$ cat config.mk
export PLATFORM = sky130hd
export DESIGN_NAME = fifo_chain
export DESIGN_NICKNAME = d
export VERILOG_FILES = /design/src/rtl/fifo_chain_pkg.sv /design/src/rtl/fifo_chain_ram.sv /design/src/rtl/fifo_chain_merge.sv /design/src/rtl/fifo_chain_slice.sv /design/src/rtl/fifo_chain.sv
export SDC_FILE = /design/constraint.sdc
export NUM_CORES = 1
export LEC_CHECK = 0
export ABC_CLOCK_PERIOD_IN_PS = 2300
export BUFFER_PORTS_ARGS = -buffer_cell sky130_fd_sc_hd__buf_4
export CAP_MARGIN = 20
export CORE_MARGIN = 2
export CORE_UTILIZATION = 43
export CTS_CLUSTER_DIAMETER = 80
export DETAILED_ROUTE_END_ITERATION = 10
export HOLD_SLACK_MARGIN = 0.05
export PLACE_DENSITY = 0.63
export SLEW_MARGIN = 20
export SYNTH_ARGS = -nofsm -noshare
export SYNTH_HDL_FRONTEND = slang
export SYNTH_SLANG_ARGS = --single-unit
$ cat constraint.sdc
create_clock -name clk -period 2.3 [get_ports clk]
set_clock_uncertainty 0.2 [all_clocks]
set_input_delay 0.69 -clock clk [delete_from_list [all_inputs] [get_ports clk]]
set_output_delay 0.69 -clock clk [all_outputs]
set_load 0.005 [all_outputs]
$ cat src/rtl/fifo_chain_pkg.sv
package fifo_chain_pkg;
  // Expansion pulses carried from one slice to the next in the ring
  typedef struct packed {
    logic wr;  // write token handed over
    logic rd;  // read token handed over
  } xpulse_t;
endpackage

$ cat src/rtl/fifo_chain_ram.sv
module fifo_chain_ram #(
  parameter int DEPTH  = 4,
  parameter int DATA_W = 9,
  localparam int AW = (DEPTH > 1) ? $clog2(DEPTH) : 1
) (
  input  logic              clk,
  input  logic              we,
  input  logic [AW-1:0]     waddr,
  input  logic [DATA_W-1:0] wdata,
  input  logic              re,
  input  logic [AW-1:0]     raddr,
  output logic [DATA_W-1:0] rdata
);
  logic [DATA_W-1:0] mem [DEPTH];

  always_ff @(posedge clk) begin
    if (we) mem[waddr] <= wdata;
  end

  always_ff @(posedge clk) begin
    if (re) rdata <= mem[raddr];
  end
endmodule

$ cat src/rtl/fifo_chain_merge.sv
module fifo_chain_merge #(
  parameter int N = 3,
  parameter int W = 9
) (
  input  logic [N-1:0][W-1:0] lanes,
  output logic [W-1:0]        merged
);
  always_comb begin
    merged = '0;
    for (int k = 0; k < N; k++) merged = merged | lanes[k];
  end
endmodule

$ cat src/rtl/fifo_chain_slice.sv
module fifo_chain_slice
  import fifo_chain_pkg::*;
#(
  parameter int DEPTH  = 4,
  parameter int DATA_W = 9,
  localparam int AW = (DEPTH > 1) ? $clog2(DEPTH) : 1,
  localparam int CW = $clog2(DEPTH + 1)
) (
  input  logic              clk,
  input  logic              rst,
  input  logic              first_load,
  input  xpulse_t           xin,
  output xpulse_t           xout,
  input  logic              wr_en,
  input  logic [DATA_W-1:0] wr_data,
  input  logic              rd_en,
  output logic [DATA_W-1:0] rd_data,
  output logic              rd_valid,
  output logic              slice_full,
  output logic              slice_empty,
  output logic              wr_tok,
  output logic              rd_tok
);
  localparam logic [AW-1:0] LAST = AW'(DEPTH - 1);
  localparam logic [CW-1:0] CAP  = CW'(DEPTH);

  logic [AW-1:0]     wptr, rptr;
  logic [CW-1:0]     fill;
  logic              wr_acc, rd_acc, wr_last, rd_last;
  logic              vld_q;
  logic [DATA_W-1:0] ram_q;

  assign wr_last = (wptr == LAST);
  assign rd_last = (rptr == LAST);
  assign wr_acc  = wr_tok & wr_en & (fill != CAP);
  assign rd_acc  = rd_tok & rd_en & (fill != '0);

  assign xout.wr = wr_acc & wr_last;
  assign xout.rd = rd_acc & rd_last;

  assign slice_full  = wr_tok & (fill == CAP);
  assign slice_empty = rd_tok & (fill == '0);

  always_ff @(posedge clk) begin
    if (rst) begin
      wr_tok <= first_load;
      rd_tok <= first_load;
      wptr   <= '0;
      rptr   <= '0;
      fill   <= '0;
      vld_q  <= 1'b0;
    end else begin
      wr_tok <= (wr_tok & ~xout.wr) | xin.wr;
      rd_tok <= (rd_tok & ~xout.rd) | xin.rd;
      if (wr_acc) wptr <= wr_last ? '0 : wptr + 1'b1;
      if (rd_acc) rptr <= rd_last ? '0 : rptr + 1'b1;
      case ({wr_acc, rd_acc})
        2'b10:   fill <= fill + 1'b1;
        2'b01:   fill <= fill - 1'b1;
        default: fill <= fill;
      endcase
      vld_q <= rd_acc;
    end
  end

  fifo_chain_ram #(.DEPTH(DEPTH), .DATA_W(DATA_W)) u_ram (
    .clk   (clk),
    .we    (wr_acc),
    .waddr (wptr),
    .wdata (wr_data),
    .re    (rd_acc),
    .raddr (rptr),
    .rdata (ram_q)
  );

  assign rd_valid = vld_q;
  assign rd_data  = vld_q ? ram_q : '0;
endmodule

$ cat src/rtl/fifo_chain.sv
module fifo_chain
  import fifo_chain_pkg::*;
#(
  parameter int N_SLICES    = 3,
  parameter int SLICE_DEPTH = 4,
  parameter int DATA_W      = 9,
  parameter int LEAD_SLICE  = 0
) (
  input  logic              clk,
  input  logic              rst,
  input  logic              wr_en,
  input  logic [DATA_W-1:0] wr_data,
  output logic              full,
  input  logic              rd_en,
  output logic [DATA_W-1:0] rd_data,
  output logic              rd_valid,
  output logic              empty
);
  xpulse_t                      xo_vec [N_SLICES];
  logic [N_SLICES-1:0][DATA_W-1:0] data_lanes;
  logic [N_SLICES-1:0]          vld_vec, full_vec, empty_vec;
  logic [N_SLICES-1:0]          wr_tok_vec, rd_tok_vec;

  for (genvar k = 0; k < N_SLICES; k++) begin : g_slice
    localparam int PREV = (k == 0) ? N_SLICES - 1 : k - 1;
    fifo_chain_slice #(.DEPTH(SLICE_DEPTH), .DATA_W(DATA_W)) u_slice (
      .clk         (clk),
      .rst         (rst),
      .first_load  (k == LEAD_SLICE),
      .xin         (xo_vec[PREV]),
      .xout        (xo_vec[k]),
      .wr_en       (wr_en),
      .wr_data     (wr_data),
      .rd_en       (rd_en),
      .rd_data     (data_lanes[k]),
      .rd_valid    (vld_vec[k]),
      .slice_full  (full_vec[k]),
      .slice_empty (empty_vec[k]),
      .wr_tok      (wr_tok_vec[k]),
      .rd_tok      (rd_tok_vec[k])
    );
  end

  fifo_chain_merge #(.N(N_SLICES), .W(DATA_W)) u_merge (
    .lanes  (data_lanes),
    .merged (rd_data)
  );

  assign rd_valid = |vld_vec;
  assign full     = |full_vec;
  assign empty    = |empty_vec;
endmodule

==> results of run 1 <==
## worst min-delay path by stage
stage / start / to / slack [ps]
after floorplan: g_slice[0].u_slice.wr_tok$_SDFF_PP1_ / g_slice[0].u_slice.wr_tok$_SDFF_PP1_ / 270
after global placement: g_slice[1].u_slice.rptr[0]$_SDFFE_PP0N_ / g_slice[1].u_slice.rptr[0]$_SDFFE_PP0N_ / 270
after detailed placement: g_slice[1].u_slice.rptr[0]$_SDFFE_PP0N_ / g_slice[1].u_slice.rptr[0]$_SDFFE_PP0N_ / 290
after CTS: g_slice[1].u_slice.rptr[0]$_SDFFE_PP0N_ / g_slice[1].u_slice.rptr[0]$_SDFFE_PP0N_ / 300
after global routing: g_slice[1].u_slice.rptr[0]$_SDFFE_PP0N_ / g_slice[1].u_slice.rptr[0]$_SDFFE_PP0N_ / 320
final: g_slice[1].u_slice.rptr[0]$_SDFFE_PP0N_ / g_slice[1].u_slice.rptr[0]$_SDFFE_PP0N_ / 310
## cell families (layout without fill, tap and decap cells)
kind of cell             Yosys count  in the layout
flip-flops                       165            165
AND/OR/NAND/NOR                   71             71
buffers and inverters             46            139
AO/OA/AOI/OAI                     45             45
multiplexers                      29             29
adder cells (fa/ha/maj)           21             21
XOR/XNOR                           6              6
## per-layer routing
layer  up-vias  wire [um]  GRT usage
li1       1644          -          -
met1      1812       5293     0.2025
met2        72       6738     0.2944
met3        16        470    0.04899
met4         0        189    0.05365
met5         -          0          0
## what timing repair did
item | in CTS | in global routing
pin swaps | 8 | 3
setup buffers | 7 | 0
setup endpoints to repair | 13 | 14
resized for setup | 26 | 10
## per-stage QoR
step	util	setup TNS, ps	worst slack [ps]	hold slack, ps
5_1_grt	0.5357	-1501	-199.9	322.2
3_3_place_gp	0.4884	-259.7	-100.5	271.4
6_report	0.5357	-485.0	-150.8	307.0
2_1_floorplan	-	-51.19	-51.19	266.8
4_1_cts	0.5329	-780.8	-163.3	297.3
3_5_place_dp	0.4884	-448.9	-151.3	289.5
## registers in the layout, summed over array words and instances (netlist names)
register	count
g_slice.u_slice.u_ram.rdata	27
g_slice.u_slice.u_ram.mem	108
g_slice.u_slice.fill	9
g_slice.u_slice.rptr	6
g_slice.u_slice.rd_valid	3
g_slice.u_slice.wr_tok	3
g_slice.u_slice.wptr	6
g_slice.u_slice.rd_tok	3
## synthesized netlist by cell type, drive strengths merged
cell / n / area (um^2)
a211o: 1 / 8.760
a21oi: 15 / 75.07
a221o: 2 / 20.02
a222oi: 9 / 90.09
a22oi: 3 / 22.52
and2: 5 / 31.28
and3: 9 / 56.30
buf: 4 / 26.27
clkbuf: 10 / 37.54
dfxtp: 30 / 600.6
edfxtp: 135 / 4054
fa: 3 / 60.06
ha: 18 / 225.2
inv: 32 / 120.1
mux2: 1 / 15.01
mux2i: 1 / 10.01
mux4: 27 / 608.1
nand2: 12 / 45.04
nand2b: 3 / 18.77
nand3: 5 / 25.02
nand3b: 1 / 7.510
nor2: 18 / 67.56
nor3: 5 / 25.02
nor3b: 2 / 20.02
nor4b: 1 / 8.760
o21ai: 7 / 35.03
o311ai: 5 / 58.81
o31ai: 2 / 15.01
o32ai: 1 / 8.760
or3: 7 / 43.79
or3b: 3 / 26.28
xor2: 6 / 52.55
## layout by cell type (no fill, tap or decap), types with 4 or more instances in the layout
| cell type | Yosys | routed |
|---|---|---|
| dfxtp_4 | 0 | 4 |
| a21oi_1 | 15 | 14 |
| buf_6 | 1 | 13 |
| dfxtp_2 | 0 | 7 |
| nor2_1 | 18 | 18 |
| edfxtp_1 | 135 | 135 |
| nand3_1 | 5 | 5 |
| nand2_1 | 12 | 12 |
| ha_1 | 18 | 15 |
| or3_1 | 7 | 6 |
| mux4_2 | 27 | 27 |
| clkinv_1 | 0 | 4 |
| dfxtp_1 | 30 | 19 |
| buf_4 | 0 | 58 |
| clkbuf_16 | 0 | 17 |
| buf_12 | 0 | 4 |
| xor2_1 | 6 | 6 |
| and3_1 | 9 | 8 |
| o21ai_0 | 7 | 6 |
| clkinv_2 | 0 | 4 |
| and2_1 | 5 | 5 |
| inv_1 | 29 | 28 |
| a222oi_1 | 9 | 9 |
## where the power goes
group / internal (mW) / total [mW] / switching, mW
registers: 3.42 / 3.48 / 0.0619
clock network: 1.47 / 2.59 / 1.11
logic: 0.477 / 0.928 / 0.450
total: 5.37 / 6.99 / 1.63
## tightest hold or removal path, stage by stage (launching register included)
cell and delay (ps):
dfxtp_1 330, nand2_1 60, a21oi_1 60
## layout make-up
type                    instances  area, um^2
clock buffers                  17       425.4
clock inverters                15       113.9
fillers                      1240        6980
inverters                      32       125.1
multi-input cells             172        1813
flip-flops and latches        165        4678
well taps                     188       235.2
repair buffers                 75       661.9
==> metrics.md, run 1 <==
| Metric | Value |
|---|---|
| CP max stage cell | `a222oi_1` |
| Dpl cells | `625` |
| Period minus WS final | `2451 ps` |
| Crit path cell chain | `a222oi_1 > inv_1 > buf_6` |
| Gr ovfl total | `0` |
| Cells on worst reg2reg path | `9` |
| H-tree depth | `4` |
| Largest family of logic cells by synthesized area | `multiplexers` |
| Mux contribution to synthesized area | `0.09712` |
| Placed inst area | `0.007342 mm^2` |
| Slew @ Worst Pin | `634.9 ps` |
| Design Power | `6.994 mW` |
| Crit path from | `g_slice[0].u_slice.rd_valid$_SDFF_PP0_` |
| Total wire length | `12.69 mm` |
| # Max-Cap Violations | `0` |
| HP Class | `reg -> reg` |
| Design Area, Final | `0.008053 mm^2` |
| Clock-pin slew on the worst setup and hold paths | `60 ps` |
| Gate Count Post-Synth | `383` |
| Max IR drop VDD | `0.0005646 V` |
| Hold Path Stages | `2` |
| # nets final | `497` |
| Max clock buf depth | `2` |
| IO Port Bufs | `24` |
| Initial core utilization | `0.4336` |
| Failing checks | `negative setup slack` |
| Router iterations before antenna repair | `4` |
| Final Setup Violations | `11` |
| Synth Register Bits | `165` |
| Die ar. | `0.01616 mm^2` |
| Crit path largest cell delay | `510 ps` |
| Final ANT Viol Nets | `0` |
| N_diodes | `0` |
| Avg Cell Area, Syn | `17.02 um^2` |
| Sink Count | `165` |
| Min setup slack post-route | `-150.8 ps` |
| Share of post-route cells with drive strength above 1 | `0.3466` |
| Worst R2R Setup Slack | `10 ps` |
| Buf/Inv on CP | `2` |
| Clock network latency to the later pin of the worst-skew pair | `420 ps` |
| Vias in the first global route | `3646` |
| Mapped Area | `0.006519 mm^2` |
| DP Wirelength | `8.435 mm` |
| R2r endpoint | `g_slice[0].u_slice.fill[2]$_SDFFE_PP0P_` |
| Via count | `3544` |
| Final Non-Filler Cells | `664` |
| Clock root buffer master | `clkbuf_16` |
| Distinct cells, synth | `37` |
| PwrDens | `868.5 mW/mm^2` |
| Outcome | `finished, violations left` |
| Post-synthesis compound-gate area fraction | `0.05125` |
| RePlAce Congestion | `0.7374` |
| Num rows | `45` |
| CP required | `1410 ps` |
| Initial antenna violation count | `0` |
| Overall Global Routing Usage | `0.1685` |
| RSZ-0062 raised after global routing | `yes` |
| Crit path max fanout | `5` |
| WS Path Type | `reg -> out` |
| Max Slew Vio Count | `0` |
| Fin. Hold Viols | `0` |
| Num ports | `25` |
| Largest net degree at the start of global routing | `36` |
| First-pass GRT wire length | `19.80 mm` |
| Clock buffer count from CTS | `17` |
| FMAX | `408.0 MHz` |
| Synth warn | `0` |
| Tcrit/Tclk final | `1.066` |
| Startpoint Class | `flip-flop` |
| DR iter-0 viols | `272` |
| Post-route DRC | `0` |
| Number of cells on the critical path | `3` |
| Core outline area | `0.01503 mm^2` |
| Post-Synth Adder-Cell Area | `0.04376` |
| Seq/Total Area, Yosys | `0.7140` |
| Chip width | `127.1 um` |
| Simple logic cell fraction of the synthesized area | `0.05758` |
| CTS hold repair buffers | `0` |
| Slew margin rel. | `0.5768` |
| Cell family with most CP delay | `compound AO/OA/AOI/OAI gates` |
| Synth Area in XOR/XNOR | `0.008061` |
| TritonCTS clock tree | `yes` |
| Synth Net Count | `417` |
| Syn-to-layout area delta | `23.53%` |
| CP endpoint kind | `output port` |
| Arrival time worst endpoint | `1560 ps` |
| Crit path to | `rd_data[8]` |
| Via density | `5.337` |
| Static leakage | `2.843 nW` |
| FF-to-FF Start | `g_slice[0].u_slice.fill[1]$_SDFFE_PP0P_` |
| Avg WL per Cell | `19.11 um` |
| Die outline height | `127.1 um` |
Note: power is estimated with default switching activity, not from simulation.
==> run 2, diff against run 1 <==
Settings changed: SYNTH_HIERARCHICAL set to 1.
==> run 2 against run 1 <==
The flow still finishes with violations (negative setup slack); flip-flop and latch count unchanged; cell area increased by 2.2%; first-iteration DRC count increased by 7.4%; setup slack got worse by 20 ps; sequential share of layout area decreased by 1.2 points.
==> metrics.md, run 2 <==
| Metric | Value |
|---|---|
| Max IR drop VDD | `0.0005445 V (was 0.0005646 V)` |
| Die ar. | `0.01643 mm^2 (was 0.01616 mm^2)` |
| P_sw | `1.749 mW (was 1.627 mW)` |
| Mapped Area | `0.006629 mm^2 (was 0.006519 mm^2)` |
| Clock-pin slew on the worst setup and hold paths | `60 ps (about the same)` |
| Clock root buffer master | `clkbuf_16 (unchanged)` |
| Yosys top cell by area | `edfxtp_1 (unchanged)` |
| Fin. Hold Viols | `0 (unchanged)` |
| Gate Count Post-Synth | `395 (was 383)` |
| Placed inst area | `0.007432 mm^2 (was 0.007342 mm^2)` |
| Initial antenna violation count | `0 (unchanged)` |
| Mux contribution to synthesized area | `0.1076 (was 0.09712)` |
| Sink Count | `165 (unchanged)` |
| Num rows | `45 (unchanged)` |
| Gr ovfl total | `0 (unchanged)` |
| Router iterations before antenna repair | `4 (unchanged)` |
| Post-route DRC | `0 (unchanged)` |
| Clk pwr share | `0.365 (was 0.370)` |
| Top cells by count, synth | `edfxtp_1 (135), dfxtp_1 (30), and2_1 (27), mux4_2 (27), nor2_1 (27) (was edfxtp_1 (135), dfxtp_1 (30), inv_1 (29))` |
| Synth Flop Type | `edfxtp_1 (unchanged)` |
| Clock buffer count from CTS | `17 (unchanged)` |
| DR iter-0 viols | `292 (was 272)` |
| Total Neg Setup Slack | `-849.1 ps (was -485.0 ps)` |
| Arrival time worst endpoint | `1580 ps (was 1560 ps)` |
| Via density | `5.180 (was 5.337)` |
| Final ANT Viol Nets | `0 (unchanged)` |
| Vias in the first global route | `3670 (was 3646)` |
| Post-Synth Adder-Cell Area | `0.02605 (was 0.04376)` |
| Share of the synthesized area in the top cell type | `0.6116 (was 0.6219)` |
| Fillers | `1202 (was 1240)` |
| Number of synthesized flops with an enable pin | `135 (unchanged)` |
| RePlAce Congestion | `0.7380 (was 0.7374)` |
| Post-synth ARST share | `0 (unchanged)` |
| Distinct cells, synth | `31 (was 37)` |
| Avg WL per Cell | `18.27 um (was 19.11 um)` |
| Top post-synthesis cells by area | `edfxtp_1 (61%), mux4_2 (9.2%), dfxtp_1 (9.1%) (was edfxtp_1 (62%), mux4_2 (9.3%), dfxtp_1 (9.2%))` |
| Most frequent cells in the layout | `edfxtp_1 (135), buf_4 (49), mux4_2 (27), nor2_1 (25) (was edfxtp_1 (135), buf_4 (58), inv_1 (28), mux4_2 (27), dfxtp_1 (19))` |
| PwrDens | `904.9 mW/mm^2 (was 868.5 mW/mm^2)` |
| N_diodes | `0 (unchanged)` |
| Chip width | `128.2 um (was 127.1 um)` |
| Overall Global Routing Usage | `0.1622 (was 0.1685)` |
| HP Class | `reg -> reg (unchanged)` |
| DP Wirelength | `8.132 mm (was 8.435 mm)` |
| Synth Area in XOR/XNOR | `0.007928 (was 0.008061)` |
| Sequential share of power | `0.481 (was 0.498)` |
| Largest family of logic cells by synthesized area | `multiplexers (unchanged)` |
| Die outline height | `128.2 um (was 127.1 um)` |
| Most flops, register | `g_slice.u_slice/u_ram/mem (was g_slice.u_slice.u_ram.mem)` |
| H-tree depth | `4 (unchanged)` |
| Internal | `5.697 mW (was 5.366 mW)` |
| Largest net degree at the start of global routing | `36 (unchanged)` |
| Post-synthesis compound-gate area fraction | `0.02718 (was 0.05125)` |
| Top flop regs | `g_slice.u_slice/u_ram/mem (108), g_slice.u_slice/u_ram/rdata (27), g_slice.u_slice/fill (9) (was g_slice.u_slice.u_ram.mem (108), g_slice.u_slice.u_ram.rdata (27), g_slice.u_slice.fill (9))` |
| Post-layout util | `0.5433 (was 0.5357)` |
| Crit path max fanout | `2 (was 5)` |
| RSZ-0062 raised after global routing | `yes (unchanged)` |
| Simple logic cell fraction of the synthesized area | `0.1019 (was 0.05758)` |
| # Max-Cap Violations | `0 (unchanged)` |
| Core outline area | `0.01515 mm^2 (was 0.01503 mm^2)` |
| Max reg flops | `108 (unchanged)` |
| First-pass GRT wire length | `19.49 mm (was 19.80 mm)` |
| Clock network latency to the later pin of the worst-skew pair | `410 ps (was 420 ps)` |
| CTS hold repair buffers | `0 (unchanged)` |
| Final Setup Violations | `13 (was 11)` |
| CP required | `1410 ps (about the same)` |
| Min setup slack post-route | `-171.3 ps (was -150.8 ps)` |
| Design Power | `7.446 mW (was 6.994 mW)` |
| Top-count cell post-synth | `edfxtp_1 (unchanged)` |
| Slew margin rel. | `0.6193 (was 0.5768)` |
| CP endpoint kind | `output port (unchanged)` |
| Commonest non-fill, non-tap cell in the layout | `edfxtp_1 (unchanged)` |
| Num ports | `25 (unchanged)` |
| IO Port Bufs | `24 (unchanged)` |
| Synth warn | `6 (was 0)` |
| Outcome | `finished, violations left (unchanged)` |
| # nets final | `497 (unchanged)` |
| Max clock buf depth | `2 (unchanged)` |
| Comb pwr share | `0.154 (was 0.133)` |
| Startpoint Class | `flip-flop (unchanged)` |
| WS Path Type | `reg -> out (unchanged)` |
| Tcrit/Tclk final | `1.074 (was 1.066)` |
| Avg Cell Area, Syn | `16.78 um^2 (was 17.02 um^2)` |
| FMAX | `404.6 MHz (was 408.0 MHz)` |
| Design Area, Final | `0.008229 mm^2 (was 0.008053 mm^2)` |
| Static leakage | `2.942 nW (was 2.843 nW)` |
| Total wire length | `12.30 mm (was 12.69 mm)` |
| TritonCTS clock tree | `yes (unchanged)` |
| Failing checks | `negative setup slack (unchanged)` |
| Synth Register Bits | `165 (unchanged)` |
| Sw frac | `0.2349 (was 0.2327)` |
| Initial core utilization | `0.4377 (was 0.4336)` |
| Max Slew Vio Count | `0 (unchanged)` |
| Slew @ Worst Pin | `570.3 ps (was 634.9 ps)` |
| Share of post-route cells with drive strength above 1 | `0.4103 (was 0.3466)` |
| Via count | `3486 (was 3544)` |
| Syn-to-layout area delta | `24.14% (was 23.53%)` |
| Period minus WS final | `2471 ps (was 2451 ps)` |
| Seq/Total Area, Yosys | `0.7022 (was 0.7140)` |
-- run 2: cells by family (layout without fill, tap and decap cells) --
group	Yosys count	in the layout
other cells	2	3
buf+inv	33	122
simple gates	114	114
xor+xnor	6	6
compound gates	27	27
mux	36	36
fa+ha+maj	12	12
flops	165	165
-- run 2: through the flow --
| step | instances | hold slack [ps] | setup slack [ps] |
|---|---|---|---|
| finish | 673 | 295.7 | -171.3 |
| global route | 673 | 325.4 | -215.0 |
| CTS | 671 | 295.6 | -171.9 |
| detailed placement | 636 | 285.9 | -208.3 |
| global placement | 636 | 271.7 | -136.4 |
| floorplan | 396 | 274.0 | -125.5 |
-- run 2: worst paths after layout --
path	start	endpoint	slack, ps	cells after the start
max	g_slice[2].u_slice/fill[2]$_SDFFE_PP0P_	full	-170	5
min	g_slice[1].u_slice/rptr[0]$_SDFFE_PP0P_	g_slice[1].u_slice/rptr[0]$_SDFFE_PP0P_	300	2
max reg2reg	g_slice[2].u_slice/fill[1]$_SDFFE_PP0P_	g_slice[2].u_slice/fill[2]$_SDFFE_PP0P_	-140	10
min reg2reg	g_slice[1].u_slice/rptr[0]$_SDFFE_PP0P_	g_slice[1].u_slice/rptr[0]$_SDFFE_PP0P_	300	2
-- run 2: area by class of cell --
type	count	area [um^2]	share of cell area
sequential	165	4678	0.5685
multi-input combinational	198	2037	0.2475
timing repair buffer	69	628.1	0.07633
clock buffer	21	440.4	0.05352
tap	188	235.2	0.02858
clock inverter	11	123.9	0.01505
inverter	21	86.33	0.01049
-- run 2: worst max-delay path: stages (launching register included) --
cell and delay, ps:
dfxtp_2 320, or3b_4 240, buf_6 100, nor2_2 30
or3_4 360, buf_6 120
-- run 2: per-layer routing --
metal	up-vias	track usage	routed length (um)
met1	1782	0.1999	5356
met2	45	0.2793	6425
li1	1648	-	-
met4	0	0.04848	104
met5	-	0	0
met3	11	0.04633	411
-- run 2: power by group through the flow --
stage	registers [mW]	logic, mW	clock network [mW]
floorplan	3.64	0.635	0
global placement	3.63	1.01	0
CTS	3.58	1.11	2.77
detailed placement	3.64	1.04	0
finish	3.58	1.15	2.72
global route	3.60	1.26	2.91
-- run 2: what timing repair did --
item,CTS,global route
setup endpoints to repair,15,14
pin swaps,20,6
gates resized for setup,22,35
buffers inserted,3,3
hold endpoints to repair,0,0
cloned,0,0
==> run 3, diff against run 2 <==
Settings changed: ABC_AREA set to 1.
==> run 3 against run 2 <==
The flow now finishes without violations; via count rose by 35%; clock-buffer cell count is 4 lower; global-route usage increased by 0.47 points; synthesized cell count up 96%; maximum frequency is 12% higher; synthesized area is 16% higher; combinational power down 42%; cell area up 7.3%; die area rose by 16%; critical path type unchanged; highest routed layer unchanged.
==> metrics.md, run 3 <==
| Metric | Value |
|---|---|
| Outcome | `finished, final reports clean (was finished, violations left)` |
| Crit path max fanout | `3 (was 2)` |
| Share of post-route cells with drive strength above 1 | `0.2257 (was 0.4103)` |
| Top Metal Used | `met4 (unchanged)` |
| Multi-input combinational cell area | `0.002157 mm^2 (was 0.002037 mm^2)` |
| Sw frac | `0.2623 (was 0.2349)` |
| Slew @ Worst Pin | `508.3 ps (was 570.3 ps)` |
| Most frequent cells in the layout | `inv_1 (193), nand2_1 (183), edfxtp_1 (135), buf_4 (48), nor2_1 (40) (was edfxtp_1 (135), buf_4 (49), mux4_2 (27), nor2_1 (25))` |
| Post-route DRC | `0 (unchanged)` |
| Vias in the first global route | `4472 (was 3670)` |
| Most flops, register | `g_slice.u_slice/u_ram/mem (unchanged)` |
| IO Port Bufs | `24 (unchanged)` |
| Final Setup Violations | `0 (was 13)` |
| Max reg flops | `108 (unchanged)` |
| Clock network latency to the later pin of the worst-skew pair | `430 ps (was 410 ps)` |
| FMAX | `451.8 MHz (was 404.6 MHz)` |
| Sink Count | `165 (unchanged)` |
| Via density | `4.416 (was 5.180)` |
| Distinct cells, synth | `27 (was 31)` |
| Mapped Area | `0.007702 mm^2 (was 0.006629 mm^2)` |
| Comb pwr share | `0.097 (was 0.154)` |
| DR WL met2 | `6.579 mm (was 6.425 mm)` |
| Internal | `5.069 mW (was 5.697 mW)` |
| Router iterations before antenna repair | `4 (unchanged)` |
| Synth Flop Type | `edfxtp_1 (unchanged)` |
| TritonCTS clock tree | `yes (unchanged)` |
| Avg Cell Area, Syn | `9.926 um^2 (was 16.78 um^2)` |
| CP endpoint kind | `output port (unchanged)` |
| Gr ovfl total | `0 (unchanged)` |
| CP required | `1410 ps (about the same)` |
| Seq/Total Area, Yosys | `0.6043 (was 0.7022)` |
| Gate Count Post-Synth | `776 (was 395)` |
| Num rows | `48 (was 45)` |
| Num ports | `25 (unchanged)` |
| Max IR drop VDD | `0.0005253 V (was 0.0005445 V)` |
| Synth Register Bits | `165 (unchanged)` |
| H-tree depth | `4 (unchanged)` |
| Final Non-Filler Cells | `1067 (was 673)` |
| # nets final | `854 (was 497)` |
| First-pass GRT wire length | `23.40 mm (was 19.49 mm)` |
| Arrival time worst endpoint | `1320 ps (was 1580 ps)` |
| Share of the synthesized area in the top cell type | `0.5263 (was 0.6116)` |
| PwrDens | `778.6 mW/mm^2 (was 904.9 mW/mm^2)` |
| Syn-to-layout area delta | `14.59% (was 24.14%)` |
| Synth warn | `6 (unchanged)` |
| Avg WL per Cell | `13.35 um (was 18.27 um)` |
| Top flop regs | `g_slice.u_slice/u_ram/mem (108), g_slice.u_slice/u_ram/rdata (27), g_slice.u_slice/fill (9) (unchanged)` |
| Dpl cells | `1033 (was 636)` |
| Tcrit/Tclk final | `0.9624 (was 1.074)` |
| RePlAce Congestion | `0.7534 (was 0.7380)` |
| Clock buffer count from CTS | `17 (unchanged)` |
| M1 WL | `6.936 mm (was 5.356 mm)` |
| DP Wirelength | `9.772 mm (was 8.132 mm)` |
| Top post-synthesis cells by area | `edfxtp_1 (53%), inv_1 (9.5%), nand2_1 (8.9%) (was edfxtp_1 (61%), mux4_2 (9.2%), dfxtp_1 (9.1%))` |
| Die ar. | `0.01900 mm^2 (was 0.01643 mm^2)` |
| Fin. Hold Viols | `0 (unchanged)` |
| Overall Global Routing Usage | `0.1669 (was 0.1622)` |
| Static leakage | `4.126 nW (was 2.942 nW)` |
| Placed inst area | `0.008205 mm^2 (was 0.007432 mm^2)` |
| P_sw | `1.803 mW (was 1.749 mW)` |
| Die outline height | `137.8 um (was 128.2 um)` |
| Post-layout util | `0.5068 (was 0.5433)` |
| Core outline area | `0.01742 mm^2 (was 0.01515 mm^2)` |
| # Max-Cap Violations | `0 (unchanged)` |
| Chip width | `137.8 um (was 128.2 um)` |
| Clock root buffer master | `clkbuf_16 (unchanged)` |
| Period minus WS final | `2213 ps (was 2471 ps)` |
| Final ANT Viol Nets | `0 (unchanged)` |
| Design Area, Final | `0.008826 mm^2 (was 0.008229 mm^2)` |
| Startpoint Class | `flip-flop (unchanged)` |
| Top cells by count, synth | `inv_1 (195), nand2_1 (183), edfxtp_1 (135) (was edfxtp_1 (135), dfxtp_1 (30), and2_1 (27), mux4_2 (27), nor2_1 (27))` |
| Clk pwr share | `0.401 (was 0.365)` |
| Fillers | `1551 (was 1202)` |
| Total Neg Setup Slack | `0 ps (was -849.1 ps)` |
| HP Class | `reg -> reg (unchanged)` |
| Commonest non-fill, non-tap cell in the layout | `inv_1 (was edfxtp_1)` |
| Top-count cell post-synth | `inv_1 (was edfxtp_1)` |
| Max clock buf depth | `2 (unchanged)` |
| Yosys top cell by area | `edfxtp_1 (unchanged)` |
| Reg area | `0.004669 mm^2 (was 0.004678 mm^2)` |
| DR iter-0 viols | `283 (was 292)` |
| Via count | `4712 (was 3486)` |
| WS Path Type | `reg -> out (unchanged)` |
| Clock-pin slew on the worst setup and hold paths | `70 ps (was 60 ps)` |
| Initial antenna violation count | `0 (unchanged)` |
| Post-synth ARST share | `0 (unchanged)` |
| N_diodes | `0 (unchanged)` |
| Sequential share of power | `0.502 (was 0.481)` |
| Number of synthesized flops with an enable pin | `135 (unchanged)` |
| Largest net degree at the start of global routing | `19 (was 36)` |
| Slew margin rel. | `0.6607 (was 0.6193)` |
| Initial core utilization | `0.4422 (was 0.4377)` |
| Total wire length | `14.25 mm (was 12.30 mm)` |
| Met3 WL post-DR | `521 um (was 411 um)` |
| Max Slew Vio Count | `0 (unchanged)` |
run 3: worst paths after layout:
kind	startpoint	endpoint	slack (ps)	cells after the start
worst min register to register	g_slice[2].u_slice/fill[0]$_SDFFE_PP0P_	g_slice[2].u_slice/fill[0]$_SDFFE_PP0P_	270	1
worst min-delay path	g_slice[2].u_slice/fill[0]$_SDFFE_PP0P_	g_slice[2].u_slice/fill[0]$_SDFFE_PP0P_	270	1
worst max register to register	g_slice[0].u_slice/fill[1]$_SDFFE_PP0P_	g_slice[0].u_slice/fill[2]$_SDFFE_PP0P_	350	10
worst max-delay path	g_slice[0].u_slice/fill[1]$_SDFFE_PP0P_	full	90	6
run 3: repair_timing:
action	in CTS	in global routing
cloned	0	0
setup endpoints to repair	10	11
pin swaps	1	3
buffers inserted	1	1
gates resized for setup	2	15
hold buffers	0	0
run 3: cell families (layout without fill, tap and decap cells):
logic type      after synthesis  count (layout)  synth area share
compound gates               36              36           0.03022
fa+ha+maj                    12              12           0.02242
buf+inv                     219             284            0.1199
flops                       165             165            0.6043
other cells                   2               3         0.0009750
simple gates                342             342            0.2222
run 3: power groups by stage:
stage / Sequential, mW / Clock (mW) / Combinational (mW)
floorplan: 3.48 / 0 / 0.480
global placement: 3.51 / 0 / 0.648
detailed placement: 3.51 / 0 / 0.663
CTS: 3.45 / 2.81 / 0.670
global route: 3.46 / 2.95 / 0.766
finish: 3.45 / 2.76 / 0.667
run 3: through the flow:
step           power (mW)  worst slack [ps]  hold WS (ps)
2_1_floorplan       3.964             17.25         251.8
3_3_place_gp        4.156             72.96         266.2
3_5_place_dp        4.173             30.60         272.2
4_1_cts             6.928             5.651         284.0
5_1_grt             7.179            -3.333         300.1
6_report            6.872             86.58         272.6
run 3: per-layer routing:
metal  track usage  vias up
met5             0        -
met4       0.05896        0
met3       0.03495       14
met2        0.2609       74
met1        0.2314     2128
li1              -     2496
run 3: layout make-up:
cell class                      count  share of cell area
Clock buffer                       17             0.04820
Clock inverter                     15             0.01715
Inverter                          204             0.08846
Multi-Input combinational cell    393              0.2444
Sequential cell                   165              0.5291
Tap cell                          225             0.03190
Timing Repair Buffer               48             0.04083
run 3: worst max-delay path, stage by stage (launching register included):
cell and delay [ps]:
dfxtp_1 350, nor2_4 130, nand2_2 90, nor2_1 120, nor2_1 50, nand2_1 50
buf_4 100
